### config.mk
export PLATFORM = sky130hd
export DESIGN_NAME = burst_col_seq
export DESIGN_NICKNAME = d
export VERILOG_FILES = /design/src/rtl/burst_col_seq_pkg.sv /design/src/rtl/burst_col_seq_order.sv /design/src/rtl/burst_col_seq_gate.sv /design/src/rtl/burst_col_seq.sv
export SDC_FILE = /design/constraint.sdc
export NUM_CORES = 1
export LEC_CHECK = 0
export BUFFER_PORTS_ARGS = -buffer_cell sky130_fd_sc_hd__buf_2
export CORE_MARGIN = 2
export CORE_UTILIZATION = 44
export DETAILED_ROUTE_END_ITERATION = 10
export GPL_TIMING_DRIVEN = 1
export PLACE_DENSITY = 0.71
export SETUP_SLACK_MARGIN = 0.15
export SYNTH_ARGS = -nofsm -noshare
export SYNTH_HDL_FRONTEND = slang
export SYNTH_SLANG_ARGS = --single-unit
export TNS_END_PERCENT = 50
### constraint.sdc
create_clock -name clk -period 1.7 [get_ports clk]
set_input_delay 0.17 -clock clk [delete_from_list [all_inputs] [get_ports clk]]
set_output_delay 0.17 -clock clk [all_outputs]
set_load 0.02 [all_outputs]
### src/rtl/burst_col_seq_pkg.sv
package burst_col_seq_pkg;
    localparam int BEAT_W = 3;

    typedef struct packed {
        logic              active;
        logic [BEAT_W-1:0] beat;
        logic              len8;
        logic              ilv;
        logic              err;
    } seq_state_t;
endpackage

### src/rtl/burst_col_seq_order.sv
module burst_col_seq_order
    import burst_col_seq_pkg::*;
#(
    parameter int COL_W = 10
) (
    input  logic [COL_W-1:0]  base_i,
    input  logic [BEAT_W-1:0] beat_i,
    input  logic              len8_i,
    input  logic              ilv_i,
    output logic [COL_W-1:0]  col_o
);
    logic [1:0] seq_low;
    logic       seq_b2;
    logic [2:0] ilv_low;
    logic [2:0] low;

    always_comb begin
        seq_low = base_i[1:0] + beat_i[1:0];
        // nibble select toggles only for the second half of an 8-beat burst
        seq_b2  = base_i[2] ^ (len8_i & beat_i[2]);
        ilv_low = base_i[2:0] ^ beat_i;
        low     = ilv_i ? ilv_low : {seq_b2, seq_low};
    end

    generate
        if (COL_W > BEAT_W) begin : g_upper
            assign col_o = {base_i[COL_W-1:BEAT_W], low};
        end else begin : g_narrow
            assign col_o = low[COL_W-1:0];
        end
    endgenerate
endmodule

### src/rtl/burst_col_seq_gate.sv
module burst_col_seq_gate
    import burst_col_seq_pkg::*;
(
    input  logic              start_i,
    input  logic              active_i,
    input  logic [BEAT_W-1:0] beat_i,
    input  logic              len8_i,
    output logic              final_o,
    output logic              accept_o,
    output logic              illegal_o
);
    localparam logic [BEAT_W-1:0] LAST4 = 3'd3;
    localparam logic [BEAT_W-1:0] LAST8 = 3'd7;
    localparam logic [BEAT_W-1:0] HALF8 = 3'd3;

    logic cut_ok;

    always_comb begin
        final_o   = active_i && (beat_i == (len8_i ? LAST8 : LAST4));
        cut_ok    = active_i && len8_i && (beat_i == HALF8);
        accept_o  = start_i && (!active_i || final_o || cut_ok);
        illegal_o = start_i && !accept_o;
    end
endmodule

### src/rtl/burst_col_seq.sv
module burst_col_seq
    import burst_col_seq_pkg::*;
#(
    parameter int COL_W = 10
) (
    input  logic             clk,
    input  logic             rst_n,
    input  logic             start_i,
    input  logic [COL_W-1:0] col_i,
    input  logic             len8_i,
    input  logic             ilv_i,
    output logic [COL_W-1:0] col_o,
    output logic             valid_o,
    output logic             last_o,
    output logic             err_o
);
    seq_state_t       st_d, st_q;
    logic [COL_W-1:0] base_d, base_q;
    logic             final_beat;
    logic             accept;
    logic             illegal;

    burst_col_seq_gate u_gate (
        .start_i  (start_i),
        .active_i (st_q.active),
        .beat_i   (st_q.beat),
        .len8_i   (st_q.len8),
        .final_o  (final_beat),
        .accept_o (accept),
        .illegal_o(illegal)
    );

    burst_col_seq_order #(.COL_W(COL_W)) u_order (
        .base_i(base_q),
        .beat_i(st_q.beat),
        .len8_i(st_q.len8),
        .ilv_i (st_q.ilv),
        .col_o (col_o)
    );

    always_comb begin
        st_d     = st_q;
        base_d   = base_q;
        st_d.err = illegal;
        if (accept) begin
            st_d.active = 1'b1;
            st_d.beat   = '0;
            st_d.len8   = len8_i;
            st_d.ilv    = ilv_i;
            base_d      = col_i;
        end else if (st_q.active) begin
            if (final_beat) begin
                st_d.active = 1'b0;
                st_d.beat   = '0;
            end else begin
                st_d.beat = st_q.beat + 1'b1;
            end
        end
    end

    always_ff @(posedge clk or negedge rst_n) begin
        if (!rst_n) begin
            st_q   <= '0;
            base_q <= '0;
        end else begin
            st_q   <= st_d;
            base_q <= base_d;
        end
    end

    assign valid_o = st_q.active;
    assign last_o  = final_beat;
    assign err_o   = st_q.err;


    last_needs_valid_chk: assert property (@(posedge clk) disable iff (!rst_n)
        last_o |-> valid_o);


    idle_after_last_chk: assert property (@(posedge clk) disable iff (!rst_n)
        (last_o && !start_i) |=> !valid_o);


    beats_continue_chk: assert property (@(posedge clk) disable iff (!rst_n)
        (valid_o && !last_o) |=> valid_o);


    upper_hold_chk: assert property (@(posedge clk) disable iff (!rst_n)
        (valid_o && !last_o && !accept) |=> $stable(col_o[COL_W-1:BEAT_W]));


    err_source_chk: assert property (@(posedge clk) disable iff (!rst_n)
        (start_i && valid_o && !last_o && !accept) |=> err_o);


    err_single_chk: assert property (@(posedge clk) disable iff (!rst_n)
        (err_o && !(start_i && valid_o)) |=> !err_o);
endmodule

Word-level counts from Yosys, hierarchy flattened
Index checks and enable logic that the tools add are counted.

word-level totals
  register bits = 17
  input port bits = 15
  word-level logic and storage cells = 29

operators by class
  $add $sub $neg = 2
  equal/unequal tests = 2
  muxes and demuxes = 6
  bitwise logic cells = 3
  reduce and logical (&&, ||, !) cells = 10

operator list
  operator                                             count
  2-to-1 mux 3 bit                                     3
  2-to-1 mux 4 bit                                     2
  logical AND 1 bit                                    5
  adder 3 x 1 -> 3 bit, second input constant          1
  equality test 3 x 2 -> 1 bit, second input constant  1
  equality test 3 bit                                  1
  XOR 3 bit                                            1
  adder 2 bit                                          1
  logical NOT 1 bit                                    2
  logical OR 1 bit                                     2
  nonzero test 2 bit                                   1
  AND 1 bit                                            1
  2-to-1 mux 1 bit                                     1
  XOR 1 bit                                            1

Logic depth before layout (Yosys ltp)
Gate-level depths: netlist of the first run.

  word-level depth = 8
  mapped depth = 6
  gate-level depth less buffers = 5

Hierarchy
From an unflattened synthesis of the first run, not the netlist that was laid out.

unflattened totals
  cell total of the unflattened synthesis = 65
  area total of the unflattened synthesis = 844.6 µm²

by module, submodules not included
  module               times used  cells each  area each (µm²)  seq. area each (µm²)
  burst_col_seq        1           44          700.7            425.4
  burst_col_seq_order  1           14          106.4            0.0
  burst_col_seq_gate   1           7           37.5             0.0

Worst setup path before layout of the first run
Ideal clock, no wire load.

  path kind = flip-flop to flip-flop
  start point = register st_q[3] (netlist bit)
  end point = register base_q[0]
  library setup time = 0.125 ns
  data arrival time = 1.553 ns
  required time = 1.575 ns
  slack = 0.022 ns
  cell stages (with the launch flop) = 7
  path buffers = 1
  clock period less this slack = 1.678 ns
  path through = dfrtp_1 > ha_1 > ha_1 > nand2_2 > a31oi_4 > buf_12 > mux2_4

on the way
  cells in the longest elaborated chain, start to end = 5
  elaborated cells between the ends (all ways) = 7

RTL lines
  element                 line                      RTL
  from (decl)             burst_col_seq.sv:17       seq_state_t st_d, st_q;
  from (signal assigned)  burst_col_seq.sv:66       st_q <= st_d;
  equality test 3 bit     burst_col_seq_gate.sv:19  final_o = active_i && (beat_i == (len8_i ? LAST8 : LAST4));
  logical AND 1 bit       burst_col_seq_gate.sv:19
  logical OR 1 bit        burst_col_seq_gate.sv:21  accept_o = start_i && (!active_i || final_o || cut_ok);
  logical OR 1 bit (*)    burst_col_seq_gate.sv:21
  logical AND 1 bit (*)   burst_col_seq_gate.sv:21
  to (signal assigned)    burst_col_seq.sv:67       base_q <= base_d;
  to (decl)               burst_col_seq.sv:18       logic [COL_W-1:0] base_d, base_q;

Mark *: on every way between the ends. The rest lies on a longest branch, timed or not.
A chain may end at the register's enable or synchronous reset.

Worst setup path in the final report of the first run
  start point = register st_q[5] (netlist bit)
  end point = register base_q[3]

Same word-level chain as after synthesis.

==> out/summary.md, run 1 <==
* finished clean — run status
* 17 — Num Clock Sinks
* 2 — hold-critical path depth
* 0 — residual DRC count
* 17 — Seq cells post-synth
* sky130_fd_sc_hd__buf_2 — leading cell type in the layout, fill and taps excluded
* 1.02 mV — worst vdd rail ir drop
* 0.0742 ns — worst path setup slack after routing
* 46.8% — share of synthesized area occupied by flip-flops and latches
* 0 ns — final sum of negative setup slack
* 2260 nW/um^2 — power per unit of standard cell area
* 123 — final net count
* 28 — Ports
* 0.380 ns — Least-Margin Pin Slew
* 49.5 um — height of the die
* 27 — Synth cell types
* 17.8% — total global-route track usage
* 0.000596 uW — leakage dissipation
* 5 — number of cell instances on the worst register-to-register path
* 1960 sq um — Core Footprint
* 0.29 ns — insertion delay to the later sink of the worst-skew pair
* 14.0 um — post-DR wirelength/cell
* 0 — Pins Over Slew Limit
* 2 — deepest clock path buffer count
* 1 — H-tree levels
* 1.63 ns — Min Clock Period, post-route
* 70 — Synth Instances
* 18 — maximum number of pins on one net before global-route repair
* 0 — GRT Residual Overflow
* 1.88 ns — WP data required
* done — CTS tree
* 1160 um — half-perimeter wire length after placement
* 49.5 um — die span in x
* in2reg — Hold/Removal Path Class
* 0 — initial antenna violation count
* 0.10 ns — clock-pin transition on the worst setup and hold timing paths
* 5 — Max Fanout on Critical Path
* 14 — number of DRC markers in iteration 0
* 615 MHz — f_max
* 169 — number of filler cells placed in the layout
* 0.0342 ns — Setup WS pre-CTS
* 0 — final hold vios
* 910 sq um — Netlist Area Pre-Place
* 0.00343 ns — maximum clock skew at final layout
* yes — setup repair after global routing missed its margin
* 0 — Final setup violation count
* register — critical path launch point type
* 4 — total iterations of the first detailed-routing run
* 0.859 — final weighted congestion in routability-driven placement
* 95.6% — ratio of final minimum period to clock period
* 0 — antenna-violating nets left
* 1810 um — Routed WL
* 0 — number of antenna diodes
* 0 — warnings from Yosys
* 33.0% — Area growth, synth to finish
* 3 — number of buffers inserted during clock tree synthesis
* 13.0 sq um — Mapped Avg Cell Area
* 61.7% — Finished Core Util
* 74.7% — relative max-transition margin
* 4.91 — Via-to-Cell Ratio
* register — endpoint kind of the worst setup timing path
* 1.81 ns — Critical Path AT
* sky130_fd_sc_hd__buf_2 (24), sky130_fd_sc_hd__dfrtp_1 (17), sky130_fd_sc_hd__mux2_4 (11) — highest-count cells in the layout ignoring fill and taps
* 634 — via count of the first global-routing pass
* 89 — post-synth net total
* 63.1% — ratio of cells with drive above 1 in the final layout
* 2730 uW — overall power consumption
* 0 — max-cap violation count
* 638 — via count
* reg2reg — worst setup path category
* 16 — Core Rows
* sky130_fd_sc_hd__clkbuf_4 — root cell of the clock tree
* 27 — number of I/O port buffers
* 46.4% — starting utilization of the core area
* 3130 um — global-route wire length before repair
* 2450 sq um — full die area
-- timing repair --
action,CTS,global route
endpoints found under the setup margin,14,14
resized for setup,13,6
endpoints found under the hold margin,17,0
setup buffers,5,0
pin swaps,4,4
hold buffers,1,0
-- registers in the layout, indices dropped and copies added, names as in the netlist --
name and cells:
err_o 1, st_q 5, valid_o 1, base_q 10
-- through the flow --
| stage | std cells | instance area (sq um) | hold slack, ns |
|---|---|---|---|
| after floorplan | 70 | 915 | -0.126 |
| after global placement | 121 | 1050 | 0.109 |
| after detailed placement | 121 | 1050 | 0.115 |
| final | 130 | 1210 | 0.103 |
| after CTS | 131 | 1200 | 0.0964 |
| after global routing | 130 | 1210 | 0.0866 |
-- layer usage --
layer | share of wire [%] | global-route usage (%) | vias to the layer above
met3 | 5.6 | 2.73 | 4
li1 | - | - | 300
met5 | 0 | 0 | -
met1 | 41 | 23.3 | 301
met2 | 50 | 28.2 | 33
met4 | 2.7 | 9.72 | 0
-- cells by family after synthesis --
| kind of cell | after synthesis | share of synthesized area [%] |
|---|---|---|
| buffers and inverters | 14 | 10.6 |
| AND/OR/NAND/NOR | 13 | 8.53 |
| XOR/XNOR | 3 | 2.89 |
| multiplexers | 12 | 18.4 |
| flip-flops | 17 | 46.8 |
| AO/OA/AOI/OAI | 7 | 7.29 |
| adder cells (fa/ha/maj) | 4 | 5.50 |
-- cell usage after synthesis --
cell type | instances | area (sq um)
sky130_fd_sc_hd__xnor2_1 | 3 | 26.3
sky130_fd_sc_hd__mux2i_1 | 1 | 10.0
sky130_fd_sc_hd__mux2_4 | 9 | 135
sky130_fd_sc_hd__clkbuf_2 | 1 | 5.00
sky130_fd_sc_hd__o211ai_1 | 1 | 7.51
sky130_fd_sc_hd__nand4b_1 | 1 | 8.76
sky130_fd_sc_hd__and3_2 | 1 | 7.51
sky130_fd_sc_hd__a31oi_1 | 1 | 6.26
sky130_fd_sc_hd__and2_1 | 1 | 6.26
sky130_fd_sc_hd__nor2b_1 | 1 | 6.26
sky130_fd_sc_hd__ha_1 | 4 | 50.1
sky130_fd_sc_hd__a22o_1 | 1 | 8.76
sky130_fd_sc_hd__inv_2 | 1 | 3.75
sky130_fd_sc_hd__o32ai_1 | 1 | 8.76
sky130_fd_sc_hd__buf_12 | 1 | 20.0
sky130_fd_sc_hd__nand2_1 | 4 | 15.0
sky130_fd_sc_hd__nand2_2 | 1 | 6.26
sky130_fd_sc_hd__o21ai_0 | 1 | 5.00
sky130_fd_sc_hd__or2_2 | 1 | 6.26
sky130_fd_sc_hd__a31oi_4 | 1 | 21.3
sky130_fd_sc_hd__mux2_2 | 2 | 22.5
sky130_fd_sc_hd__nor2_1 | 2 | 7.51
sky130_fd_sc_hd__o2111ai_1 | 1 | 8.76
sky130_fd_sc_hd__nand2b_4 | 1 | 13.8
sky130_fd_sc_hd__inv_1 | 4 | 15.0
sky130_fd_sc_hd__buf_4 | 7 | 52.6
sky130_fd_sc_hd__dfrtp_1 | 17 | 425
-- worst paths after layout --
path | slack [ns] | startpoint | endpoint
setup / recovery | 0.07 | st_q[5]$_DFFE_PN0P_ | base_q[3]$_DFFE_PN0P_
hold / removal | 0.10 | col_i[9] | base_q[9]$_DFFE_PN0P_
setup reg to reg | 0.07 | st_q[5]$_DFFE_PN0P_ | base_q[3]$_DFFE_PN0P_
hold reg to reg | 0.52 | base_q[8]$_DFFE_PN0P_ | base_q[8]$_DFFE_PN0P_
max in group asynchronous | 1.09 | rst_n | st_q[3]$_DFFE_PN0P_
min in group asynchronous | 0.34 | rst_n | base_q[0]$_DFFE_PN0P_
-- worst max-delay path: stages (launching register included) --
cell and delay (ns):
sky130_fd_sc_hd__dfrtp_1 0.41, sky130_fd_sc_hd__ha_2 0.26, sky130_fd_sc_hd__nand2b_4 0.16, sky130_fd_sc_hd__a31oi_4 0.22
sky130_fd_sc_hd__buf_6 0.16, sky130_fd_sc_hd__mux2_4 0.31
-- final cells by class --
class / instances / area [sq um] / share of cell area [%]
clock buffer: 3 / 22.5 / 1.86
clock inverter: 1 / 5.00 / 0.414
inverter: 5 / 18.8 / 1.55
multi-input combinational: 39 / 458 / 37.8
sequential: 17 / 425 / 35.2
tap: 27 / 33.8 / 2.79
timing repair buffer: 38 / 246 / 20.4
-- report_power, final --
group / internal (uW) / total (uW) / switching, uW
clock: 87.6 / 214 / 127
sequential: 612 / 782 / 170
combinational: 962 / 1730 / 771
Note: power is estimated with default switching activity, not from simulation.
==> run 2, diff against run 1 <==
CORE_ASPECT_RATIO = 1.1   (was not set)
==> out/summary.md, run 2 (synthesized netlist as in run 1, its figures left out) <==
* 17 — Core Rows, +1
* 1600 um — Routed WL, -12%
* 1 — H-tree levels, unchanged
* 0.379 ns — Least-Margin Pin Slew, -0.000644 ns
* 0 — initial antenna violation count, unchanged
* 613 — via count, -3.9%
* 17 — Num Clock Sinks, unchanged
* 2200 nW/um^2 — power per unit of standard cell area, -2.3%
* 0 — residual DRC count, unchanged
* 0 — antenna-violating nets left, unchanged
* 3 — number of buffers inserted during clock tree synthesis, unchanged
* finished clean — run status
* 10 — flip-flop count of the largest register, all copies and words added, unchanged
* sky130_fd_sc_hd__buf_2 (26), sky130_fd_sc_hd__dfrtp_1 (17), sky130_fd_sc_hd__mux2_4 (11) — highest-count cells in the layout ignoring fill and taps
* 2 — deepest clock path buffer count, unchanged
* 96.3% — ratio of final minimum period to clock period, +0.65 points
* 0.000580 uW — leakage dissipation, -2.7%
* 1.64 ns — Min Clock Period, post-route, +0.0111 ns
* register — endpoint kind of the worst setup timing path
* 58.5% — Finished Core Util, -3.2 points
* sky130_fd_sc_hd__dfrtp_1 — master of the slowest instance on the critical path
* 0 — number of antenna diodes, unchanged
* 46.0% — starting utilization of the core area, -0.38 points
* 2450 sq um — full die area, about the same
* yes — setup repair after global routing missed its margin
* flip-flops — Largest delay share family, worst path
* 18 — maximum number of pins on one net before global-route repair, unchanged
* in2reg — Hold/Removal Path Class
* 0.29 ns — insertion delay to the later sink of the worst-skew pair, about the same
* 0.981 mV — worst vdd rail ir drop, -3.8%
* ha_1, nand2b_4, a31oi_4, buf_6, mux2_4 — critical-path cell list
* 0 — Pins Over Slew Limit, unchanged
* 47.4 um — die span in x, -4.3%
* 4 — total iterations of the first detailed-routing run, unchanged
* register — critical path launch point type
* 0 ns — final sum of negative setup slack, unchanged
* 51.7 um — height of the die, +4.5%
* 12.2 um — post-DR wirelength/cell, -13%
* 6 — Max Fanout on Critical Path, +1
* 15.9% — total global-route track usage, -1.9 points
* 2550 uW — overall power consumption, -6.6%
* 0.876 — final weighted congestion in routability-driven placement, +1.9%
* base_q (10), st_q (5) — largest registers ranked by flip-flop count
* 27.2% — Area growth, synth to finish
* done — CTS tree
* 0 — final hold vios, unchanged
* 0 — Final setup violation count, unchanged
* 58.3% — ratio of cells with drive above 1 in the final layout, -4.9 points
* 0 — max-cap violation count, unchanged
* 4.68 — Via-to-Cell Ratio, -4.7%
* 612 — via count of the first global-routing pass, -3.5%
* 0.00683 ns — maximum clock skew at final layout, +0.00340 ns
* reg2reg — worst setup path category
* 1 — CP Buf/Inv Count, unchanged
* sky130_fd_sc_hd__clkbuf_4 — root cell of the clock tree
* 1.82 ns — Critical Path AT, about the same
* base_q — Reg with most FFs
* 27 — number of I/O port buffers, unchanged
* 2790 um — global-route wire length before repair, -11%
* 1.88 ns — WP data required, about the same
* 1190 um — half-perimeter wire length after placement, +2.8%
* 14 — number of DRC markers in iteration 0, unchanged
* 172 — number of filler cells placed in the layout, +1.8%
* 123 — final net count, unchanged
* 0.41 ns — Largest stage delay, worst path, about the same
* 74.7% — relative max-transition margin, about the same
* 611 MHz — f_max, -0.68%
* 28 — Ports, unchanged
* 0.106 ns — worst hold slack, +0.00276 ns
* 0.10 ns — clock-pin transition on the worst setup and hold timing paths, about the same
* sky130_fd_sc_hd__buf_2 — leading cell type in the layout, fill and taps excluded
* 0 — GRT Residual Overflow, unchanged
* 1980 sq um — Core Footprint, +0.83%
[run 2: cell count changes in the layout (fill, tap and decap cells not counted), sizes merged]
cell,delta
clkbuf,+1
clkinv,-1
[run 2: through the flow]
step	setup slack [ns]	area [sq um]	std cells
after global placement	0.0438	1060	123
after floorplan	0.0636	915	70
after global routing	0.0114	1160	131
final	0.0631	1160	131
after detailed placement	0.0143	1060	123
after CTS	0.0690	1160	131
[run 2: area by class of cell]
type	count	area [sq um]	area share [%]
clock buffers	4	26.3	2.27
inverters	5	18.8	1.62
multi-input cells	39	418	36.1
flip-flops and latches	17	425	36.8
well taps	28	35.0	3.03
repair buffers	38	234	20.2
[run 2: worst paths after layout]
check                                            from                     to  slack (ns)  cells after the start
worst min-delay path                            ilv_i    st_q[1]$_DFFE_PN0P_        0.11                      2
worst min register to register  base_q[8]$_DFFE_PN0P_  base_q[8]$_DFFE_PN0P_        0.51                      1
max in group asynchronous                       rst_n      valid_o$_DFF_PN0_        1.11                      2
worst max register to register    st_q[5]$_DFFE_PN0P_  base_q[1]$_DFFE_PN0P_        0.06                      5
min in group asynchronous                       rst_n  base_q[9]$_DFFE_PN0P_        0.31                      2
worst max-delay path              st_q[5]$_DFFE_PN0P_  base_q[1]$_DFFE_PN0P_        0.06                      5
[run 2: what timing repair did]
item                                    CTS  global route
pin swaps                                 3             1
endpoints found under the hold margin    17             0
hold buffers                              1             0
resized for setup                         9             0
buffers inserted                          3             0
endpoints found under the setup margin   14            15
[run 2: routing by layer]
layer | vias to the layer above | share of wire (%) | GRT usage, %
li1 | 298 | - | -
met1 | 290 | 42 | 21.3
met2 | 21 | 51 | 24.3
met3 | 4 | 5.6 | 2.08
met4 | 0 | 1.5 | 8.33
met5 | - | 0 | 0
[run 2: report_power, final]
group / switching, uW / leakage [uW] / internal [uW] / total (uW)
clock: 126 / 0.0000150 / 91.2 / 217
sequential: 137 / 0.000197 / 611 / 749
combinational: 721 / 0.000368 / 863 / 1580
